File: config.mk
export PLATFORM = sky130hd
export DESIGN_NAME = can_glue_top
export DESIGN_NICKNAME = d
export VERILOG_FILES = /design/src/rtl/can_glue_pkg.sv /design/src/rtl/cg_bridge_csr.sv /design/src/rtl/cg_ctrl_pass.sv /design/src/rtl/cg_ver_win.sv /design/src/rtl/can_glue_top.sv
export SDC_FILE = /design/constraint.sdc
export NUM_CORES = 1
export LEC_CHECK = 0
export CAP_MARGIN = 20
export CORE_MARGIN = 10
export CORE_UTILIZATION = 35
export CTS_CLUSTER_DIAMETER = 80
export DETAILED_ROUTE_END_ITERATION = 7
export PLACE_DENSITY = 0.8
export SLEW_MARGIN = 5
export SYNTH_ARGS = -nofsm -noshare
export SYNTH_HDL_FRONTEND = slang
export SYNTH_HIERARCHICAL = 1
export SYNTH_SLANG_ARGS = --single-unit
File: constraint.sdc
create_clock -name clk -period 1.35 [get_ports clk]
set_input_delay 0.27 -clock clk [delete_from_list [all_inputs] [get_ports clk]]
set_output_delay 0.27 -clock clk [all_outputs]
set_load 0.05 [all_outputs]
File: src/rtl/can_glue_pkg.sv
package can_glue_pkg;
  // byte offset of the interrupt control/status word in the bridge window
  localparam int unsigned CSR_OFS  = 'h38;
  // bit positions inside the control/status word
  localparam int unsigned IEN_BIT  = 13;
  localparam int unsigned IST_BIT  = 23;
  // offset of the version byte in the identification window
  localparam int unsigned VER_OFS  = 7;
  localparam int unsigned BYTE_W   = 8;
endpackage

File: src/rtl/cg_bridge_csr.sv
module cg_bridge_csr
  import can_glue_pkg::*;
#(
  parameter int unsigned ADDR_W = 7,
  parameter int unsigned DATA_W = 32
) (
  input  logic              clk,
  input  logic              rst,
  input  logic              sel,
  input  logic [ADDR_W-1:0] addr,
  input  logic              wr,
  input  logic              rd,
  input  logic [DATA_W-1:0] wdata,
  input  logic              cc_irq,
  output logic [DATA_W-1:0] rdata,
  output logic              host_irq
);
  logic [DATA_W-1:0] csr_q;
  logic              irq_q;
  logic              hit, csr_wr, en_nxt;

  assign hit    = sel && (addr == ADDR_W'(CSR_OFS));
  assign csr_wr = hit && wr;
  // enable seen by the gate: a write this cycle takes effect immediately
  assign en_nxt = csr_wr ? wdata[IEN_BIT] : csr_q[IEN_BIT];

  always_ff @(posedge clk) begin
    if (rst) begin
      csr_q <= '0;
      irq_q <= 1'b0;
    end else begin
      if (csr_wr) csr_q <= wdata;
      irq_q <= en_nxt & cc_irq;
    end
  end

  always_comb begin
    rdata = '0;
    if (hit && rd) begin
      rdata          = csr_q;
      rdata[IST_BIT] = cc_irq;
    end
  end

  assign host_irq = irq_q;


  irq_gate_on_chk: assert property (@(posedge clk) disable iff (rst)
    (csr_q[IEN_BIT] && cc_irq && !csr_wr) |=> host_irq);

  irq_gate_off_chk: assert property (@(posedge clk) disable iff (rst)
    (!csr_q[IEN_BIT] && !csr_wr) |=> !host_irq);

  en_write_on_chk: assert property (@(posedge clk) disable iff (rst)
    (csr_wr && wdata[IEN_BIT] && cc_irq) |=> host_irq);

  en_write_off_chk: assert property (@(posedge clk) disable iff (rst)
    (csr_wr && !wdata[IEN_BIT]) |=> !host_irq);

  csr_hold_chk: assert property (@(posedge clk) disable iff (rst)
    !csr_wr |=> $stable(csr_q));

  status_mirror_chk: assert property (@(posedge clk) disable iff (rst)
    (hit && rd) |-> (rdata[IST_BIT] == cc_irq));
endmodule

File: src/rtl/cg_ctrl_pass.sv
module cg_ctrl_pass
  import can_glue_pkg::*;
#(
  parameter int unsigned ADDR_W  = 7,
  parameter int unsigned DATA_W  = 32,
  parameter int unsigned CC_SPAN = 32
) (
  input  logic                      clk,
  input  logic                      rst,
  input  logic                      sel,
  input  logic [ADDR_W-1:0]         addr,
  input  logic                      wr,
  input  logic                      rd,
  input  logic [BYTE_W-1:0]         wdata,
  output logic [DATA_W-1:0]         rdata,
  output logic [$clog2(CC_SPAN)-1:0] cc_addr,
  output logic                      cc_wr,
  output logic                      cc_rd,
  output logic [BYTE_W-1:0]         cc_wdata,
  input  logic [BYTE_W-1:0]         cc_rdata
);
  localparam int unsigned CC_AW = $clog2(CC_SPAN);

  logic in_rng;

  assign in_rng   = (addr < ADDR_W'(CC_SPAN));
  assign cc_addr  = addr[CC_AW-1:0];
  assign cc_wdata = wdata;
  assign cc_wr    = sel && wr && in_rng;
  assign cc_rd    = sel && rd && in_rng;
  assign rdata    = cc_rd ? {{(DATA_W-BYTE_W){1'b0}}, cc_rdata} : '0;


  drop_high_chk: assert property (@(posedge clk) disable iff (rst)
    (sel && (addr >= ADDR_W'(CC_SPAN))) |-> (!cc_wr && !cc_rd && rdata == '0));

  fwd_read_chk: assert property (@(posedge clk) disable iff (rst)
    cc_rd |-> (rdata[BYTE_W-1:0] == cc_rdata && rdata[DATA_W-1:BYTE_W] == '0));
endmodule

File: src/rtl/cg_ver_win.sv
module cg_ver_win
  import can_glue_pkg::*;
#(
  parameter int unsigned DATA_W  = 32,
  parameter int unsigned VER_AW  = 3,
  parameter int unsigned VER_NUM = 13
) (
  input  logic              clk,
  input  logic              rst,
  input  logic              sel,
  input  logic              rd,
  input  logic [VER_AW-1:0] addr,
  output logic [DATA_W-1:0] rdata
);
  localparam logic [BYTE_W-1:0] VER_BYTE = BYTE_W'(VER_NUM << 4);

  assign rdata = (sel && rd && addr == VER_AW'(VER_OFS)) ?
                 {{(DATA_W-BYTE_W){1'b0}}, VER_BYTE} : '0;


  ver_only_at_ofs_chk: assert property (@(posedge clk) disable iff (rst)
    (rdata != '0) |-> (sel && rd && addr == VER_AW'(VER_OFS)));
endmodule

File: src/rtl/can_glue_top.sv
module can_glue_top
  import can_glue_pkg::*;
#(
  parameter int unsigned ADDR_W  = 7,
  parameter int unsigned DATA_W  = 32,
  parameter int unsigned CC_SPAN = 32,
  parameter int unsigned VER_AW  = 3,
  parameter int unsigned VER_NUM = 13
) (
  input  logic                       clk,
  input  logic                       rst,
  input  logic                       brg_sel,
  input  logic                       ctl_sel,
  input  logic                       ver_sel,
  input  logic [ADDR_W-1:0]          host_addr,
  input  logic                       host_wr,
  input  logic                       host_rd,
  input  logic [DATA_W-1:0]          host_wdata,
  output logic [DATA_W-1:0]          host_rdata,
  output logic                       cc_rst,
  output logic [$clog2(CC_SPAN)-1:0] cc_addr,
  output logic                       cc_wr,
  output logic                       cc_rd,
  output logic [7:0]                 cc_wdata,
  input  logic [7:0]                 cc_rdata,
  input  logic                       cc_irq,
  output logic                       host_irq
);
  logic [DATA_W-1:0] brg_rdata, ctl_rdata, ver_rdata;
  logic              cc_rst_q;

  cg_bridge_csr #(.ADDR_W(ADDR_W), .DATA_W(DATA_W)) u_brg (
    .clk(clk), .rst(rst), .sel(brg_sel), .addr(host_addr),
    .wr(host_wr), .rd(host_rd), .wdata(host_wdata), .cc_irq(cc_irq),
    .rdata(brg_rdata), .host_irq(host_irq)
  );

  cg_ctrl_pass #(.ADDR_W(ADDR_W), .DATA_W(DATA_W), .CC_SPAN(CC_SPAN)) u_ctl (
    .clk(clk), .rst(rst), .sel(ctl_sel), .addr(host_addr),
    .wr(host_wr), .rd(host_rd), .wdata(host_wdata[BYTE_W-1:0]),
    .rdata(ctl_rdata), .cc_addr(cc_addr), .cc_wr(cc_wr), .cc_rd(cc_rd),
    .cc_wdata(cc_wdata), .cc_rdata(cc_rdata)
  );

  cg_ver_win #(.DATA_W(DATA_W), .VER_AW(VER_AW), .VER_NUM(VER_NUM)) u_ver (
    .clk(clk), .rst(rst), .sel(ver_sel), .rd(host_rd),
    .addr(host_addr[VER_AW-1:0]), .rdata(ver_rdata)
  );

  // each window returns zero when not addressed, so an OR merges them
  assign host_rdata = brg_rdata | ctl_rdata | ver_rdata;

  always_ff @(posedge clk) begin
    cc_rst_q <= rst;
  end
  assign cc_rst = cc_rst_q;


  ctrl_reset_chk: assert property (@(posedge clk) rst |=> cc_rst);

  ctrl_release_chk: assert property (@(posedge clk) !rst |=> !cc_rst);

  sel_onehot_chk: assert property (@(posedge clk) disable iff (rst)
    $onehot0({brg_sel, ctl_sel, ver_sel}));

  idle_rdata_chk: assert property (@(posedge clk) disable iff (rst)
    (!host_rd || !(brg_sel || ctl_sel || ver_sel)) |-> (host_rdata == '0));
endmodule

==> impl_metrics.py <==
metrics = {
    "placed_design": {
        "dpl.cell_count": 479,
        "dp_hpwl_mm": 5.21,
        "area_after_dpl_um2": 4080,
        "io_buffers": 102,
        "globalplace.congestion": 0.749,
    },
    "synthesis": {
        "synth_warnings": 6,
        "main_combinational_cell_family_by_area_after_synthesis": "simple AND/OR/NAND/NOR gates",
        "yosys.cell_types.count": 22,
        "postSynthCellCount": 297,
        "async_reset_ff_frac": 0,
        "synth_largest_type_area_fraction": 0.260,
        "synth_enable_flop_cells": 0,
        "yosys_register_bits": 33,
        "ys_seq_area_frac": 0.260,
        "mappedNetlistArea_um2": 2540,
        "synth.area.mux_share": 0.126,
        "synth_compound_gate_area_share": 0,
        "synthFlopType": "sky130_fd_sc_hd__dfxtp_1",
        "synthTopCellsByArea": "sky130_fd_sc_hd__dfxtp_1 26%, sky130_fd_sc_hd__buf_4 20%, sky130_fd_sc_hd__nand2b_1 15%, sky130_fd_sc_hd__mux2i_1 13%, sky130_fd_sc_hd__and2_1 8.6%",
        "synth_area_leader_cell": "sky130_fd_sc_hd__dfxtp_1",
        "synth-adder-area-share": 0,
        "synthSimpleGateAreaFrac": 0.376,
        "synthXorXnorAreaFrac": 0,
        "syn-mean-instance-area_um2": 8.56,
    },
    "critical_path": {
        "worst_reg2reg_path_depth": 2,
        "worst-path-max-fanout": 7,
        "critPathBufInv": 3,
        "critPathSlowestCell": "sky130_fd_sc_hd__nand4bb_4",
        "r2r_setup_slack_ns": 0.73,
        "timing.critical_path.max_delay_family": "simple AND/OR/NAND/NOR gates",
        "worstSetupStartpointType": "input pin",
        "rr_endpoint": "u_brg/csr_q[10]",
        "worstPathRequired_ns": 1.08,
        "critical_path.cell_chain": "buf_6, nand4bb_4, nor3_4, buf_6, and2_4, or3_4, buf_12",
        "cp-end-kind": "output pin",
        "critPathKind": "in2out",
        "worstReg2RegStart": "u_brg/csr_q[10]",
        "cpPeakStageDelay_ns": 0.28,
        "critPathMostFrequentCell": "sky130_fd_sc_hd__buf_6",
        "critPathArrivalTime_ns": 1.48,
    },
    "cells_and_area": {
        "final_nets": 456,
        "fin_cells": 501,
        "total_non_filler_cell_area_in_the_finished_layout_um2": 4470,
        "area.growth.synth_to_final_pct": 75.9,
        "num_antenna_cells": 0,
        "post_route_cells_drive_above_1_share": 0.423,
        "final_cell_mix": "62 x sky130_fd_sc_hd__nand2b_1, 53 x sky130_fd_sc_hd__conb_1, 51 x sky130_fd_sc_hd__buf_12",
        "layout.cells.most_common": "sky130_fd_sc_hd__nand2b_1",
    },
    "grt": {
        "antenna_violations_before_repair": 1,
        "grt_start_max_net_pins": 66,
        "globalRouteOverflowTotal": 0,
        "grt_first_pass_wirelength_mm": 11.6,
        "number_of_global_route_vias_before_repair": 2245,
        "globalRouteTotalUtil": 0.128,
    },
    "timing": {
        "unrepaired_setup_endpoints_after_global_routing": "true",
        "setup-violations-final": 65,
        "finClkSkew_ns": 0.0000288,
        "min_cycle_time_layout_ns": 1.75,
        "maxSlewViolCount": 0,
        "min_period_over_period": 1.30,
        "hold_ws_ns": 0.473,
        "worst_slack_ns": -0.398,
        "fmax_ghz": 0.572,
        "timing_hold_violations_final": 0,
    },
    "die": {
        "num_io_pins": 104,
        "die_h_um": 105,
        "die_w_um": 105,
        "design.core.area_um2": 7140,
        "initial_core_util": 0.356,
        "rows": 31,
        "die-area_um2": 11100,
    },
    "routing": {
        "final_antenna_net_count": 0,
        "drt_pre_antenna_iters": 4,
        "vias": 2093,
        "drt-vias-per-instance": 4.18,
        "drt-wirelength-per-cell_um": 14.6,
        "route.detailed.drc": 0,
        "totalWireLength_mm": 7.32,
        "detail_route.iter0.violations": 54,
    },
    "pwr": {
        "post-layout-total-power_w": 0.00281,
        "p_per_area_nw_per_um2": 629,
        "p_leak_nw": 1.85,
        "vdd.ir_drop.worst_uv": 375,
    },
    "job": {
        "max-cap-violations": 0,
    },
    "clock_tree": {
        "number_of_buffers_on_the_longest_clock_path": 2,
        "hold_buffers_post_cts": 0,
        "tritoncts": "yes",
        "insertion_delay_ns": 0.27,
        "cts.clk_slew.worst_paths_ns": 0.07,
        "ctsRootBufferMaster": "sky130_fd_sc_hd__clkbuf_8",
        "htreeDepth": 2,
        "cts_inserted_buffers": 5,
        "cts.sink_count": 33,
    },
    "min_path": {
        "min_path_cells": 2,
        "worstHoldPathType": "reg2reg",
        "startpoint_of_the_worst_hold_path": "u_brg/csr_q[0]",
        "terminating_pin_of_the_worst_hold_path": "u_brg/csr_q[0]",
    },
    "outcome": {
        "violations_in_the_final_reports": "negative setup slack",
        "run_status": "finished, violations left",
    },
}
## cell families after synthesis
kind of cell	after synthesis
muxes	32
other	2
buffers and inverters	84
DFF	33
and+or+nand+nor	146
## power by group
| group | internal, W | switching (W) | leakage [nW] |
|---|---|---|---|
| combinational | 0.000557 | 0.000466 | 1.53 |
| clock | 0.000461 | 0.000351 | 0.0542 |
| sequential | 0.000976 | 0.00000182 | 0.266 |
## routing by layer
layer  part of all wire  wire, µm  global-route usage
met5                  0         0                   0
met4             0.0040        29              0.0265
met3              0.086       626              0.0615
met2               0.52      3780               0.228
met1               0.39      2880               0.133
## registers in the layout, indices dropped and copies added, names as in the netlist
name            flops
cc_rst              1
u_brg/csr_q        31
u_brg/host_irq      1
## area by class of cell
cell class	count	area, µm²
sequential	33	661
fill	613	2670
clock buffer	7	96.3
inverter	2	10.0
multi-input combinational	232	1780
clock inverter	1	5.00
timing repair buffer	127	1790
tap	99	124
## how the worst max path moves through the flow
stage,start,endpoint,cells past startpoint
detailed placement,host_addr[3],host_rdata[17],6
global placement,host_addr[3],host_rdata[0],6
CTS,host_addr[5],host_rdata[1],7
floorplan,host_addr[6],host_rdata[0],5
global route,host_addr[1],host_rdata[9],7
finish,host_addr[1],host_rdata[10],7
## cells in the mapped netlist, types with 2 or more instances
library cell	instances
sky130_fd_sc_hd__nand2b_1	62
sky130_fd_sc_hd__nand3b_1	2
sky130_fd_sc_hd__nand2_1	2
sky130_fd_sc_hd__clkbuf_1	10
sky130_fd_sc_hd__mux2i_1	32
sky130_fd_sc_hd__buf_6	3
sky130_fd_sc_hd__conb_1	2
sky130_fd_sc_hd__dfxtp_1	33
sky130_fd_sc_hd__and2_1	35
sky130_fd_sc_hd__and2_2	5
sky130_fd_sc_hd__or3_1	32
sky130_fd_sc_hd__buf_4	69
## stage by stage
step	util	TNS (ns)	worst slack, ns
finish	0.626	-14.63	-0.398
global route	0.626	-17.22	-0.462
CTS	0.608	-12.64	-0.404
detailed placement	0.572	-63.08	-1.34
global placement	0.572	-59.32	-1.25
floorplan	-	-5.61	-0.207
## repair_timing
action	in CTS	in global routing
pin swaps	44	19
gates resized for setup	82	23
setup buffers	9	3
gates cloned	3	2
endpoints found under the setup margin	67	46
## tightest hold or removal path: cells and delay by family, from the launching register on
kind	cells	cell delay, ns
simple gates	1	0.06
flops	1	0.31
mux	1	0.06
(Power assumes the default switching activity.)
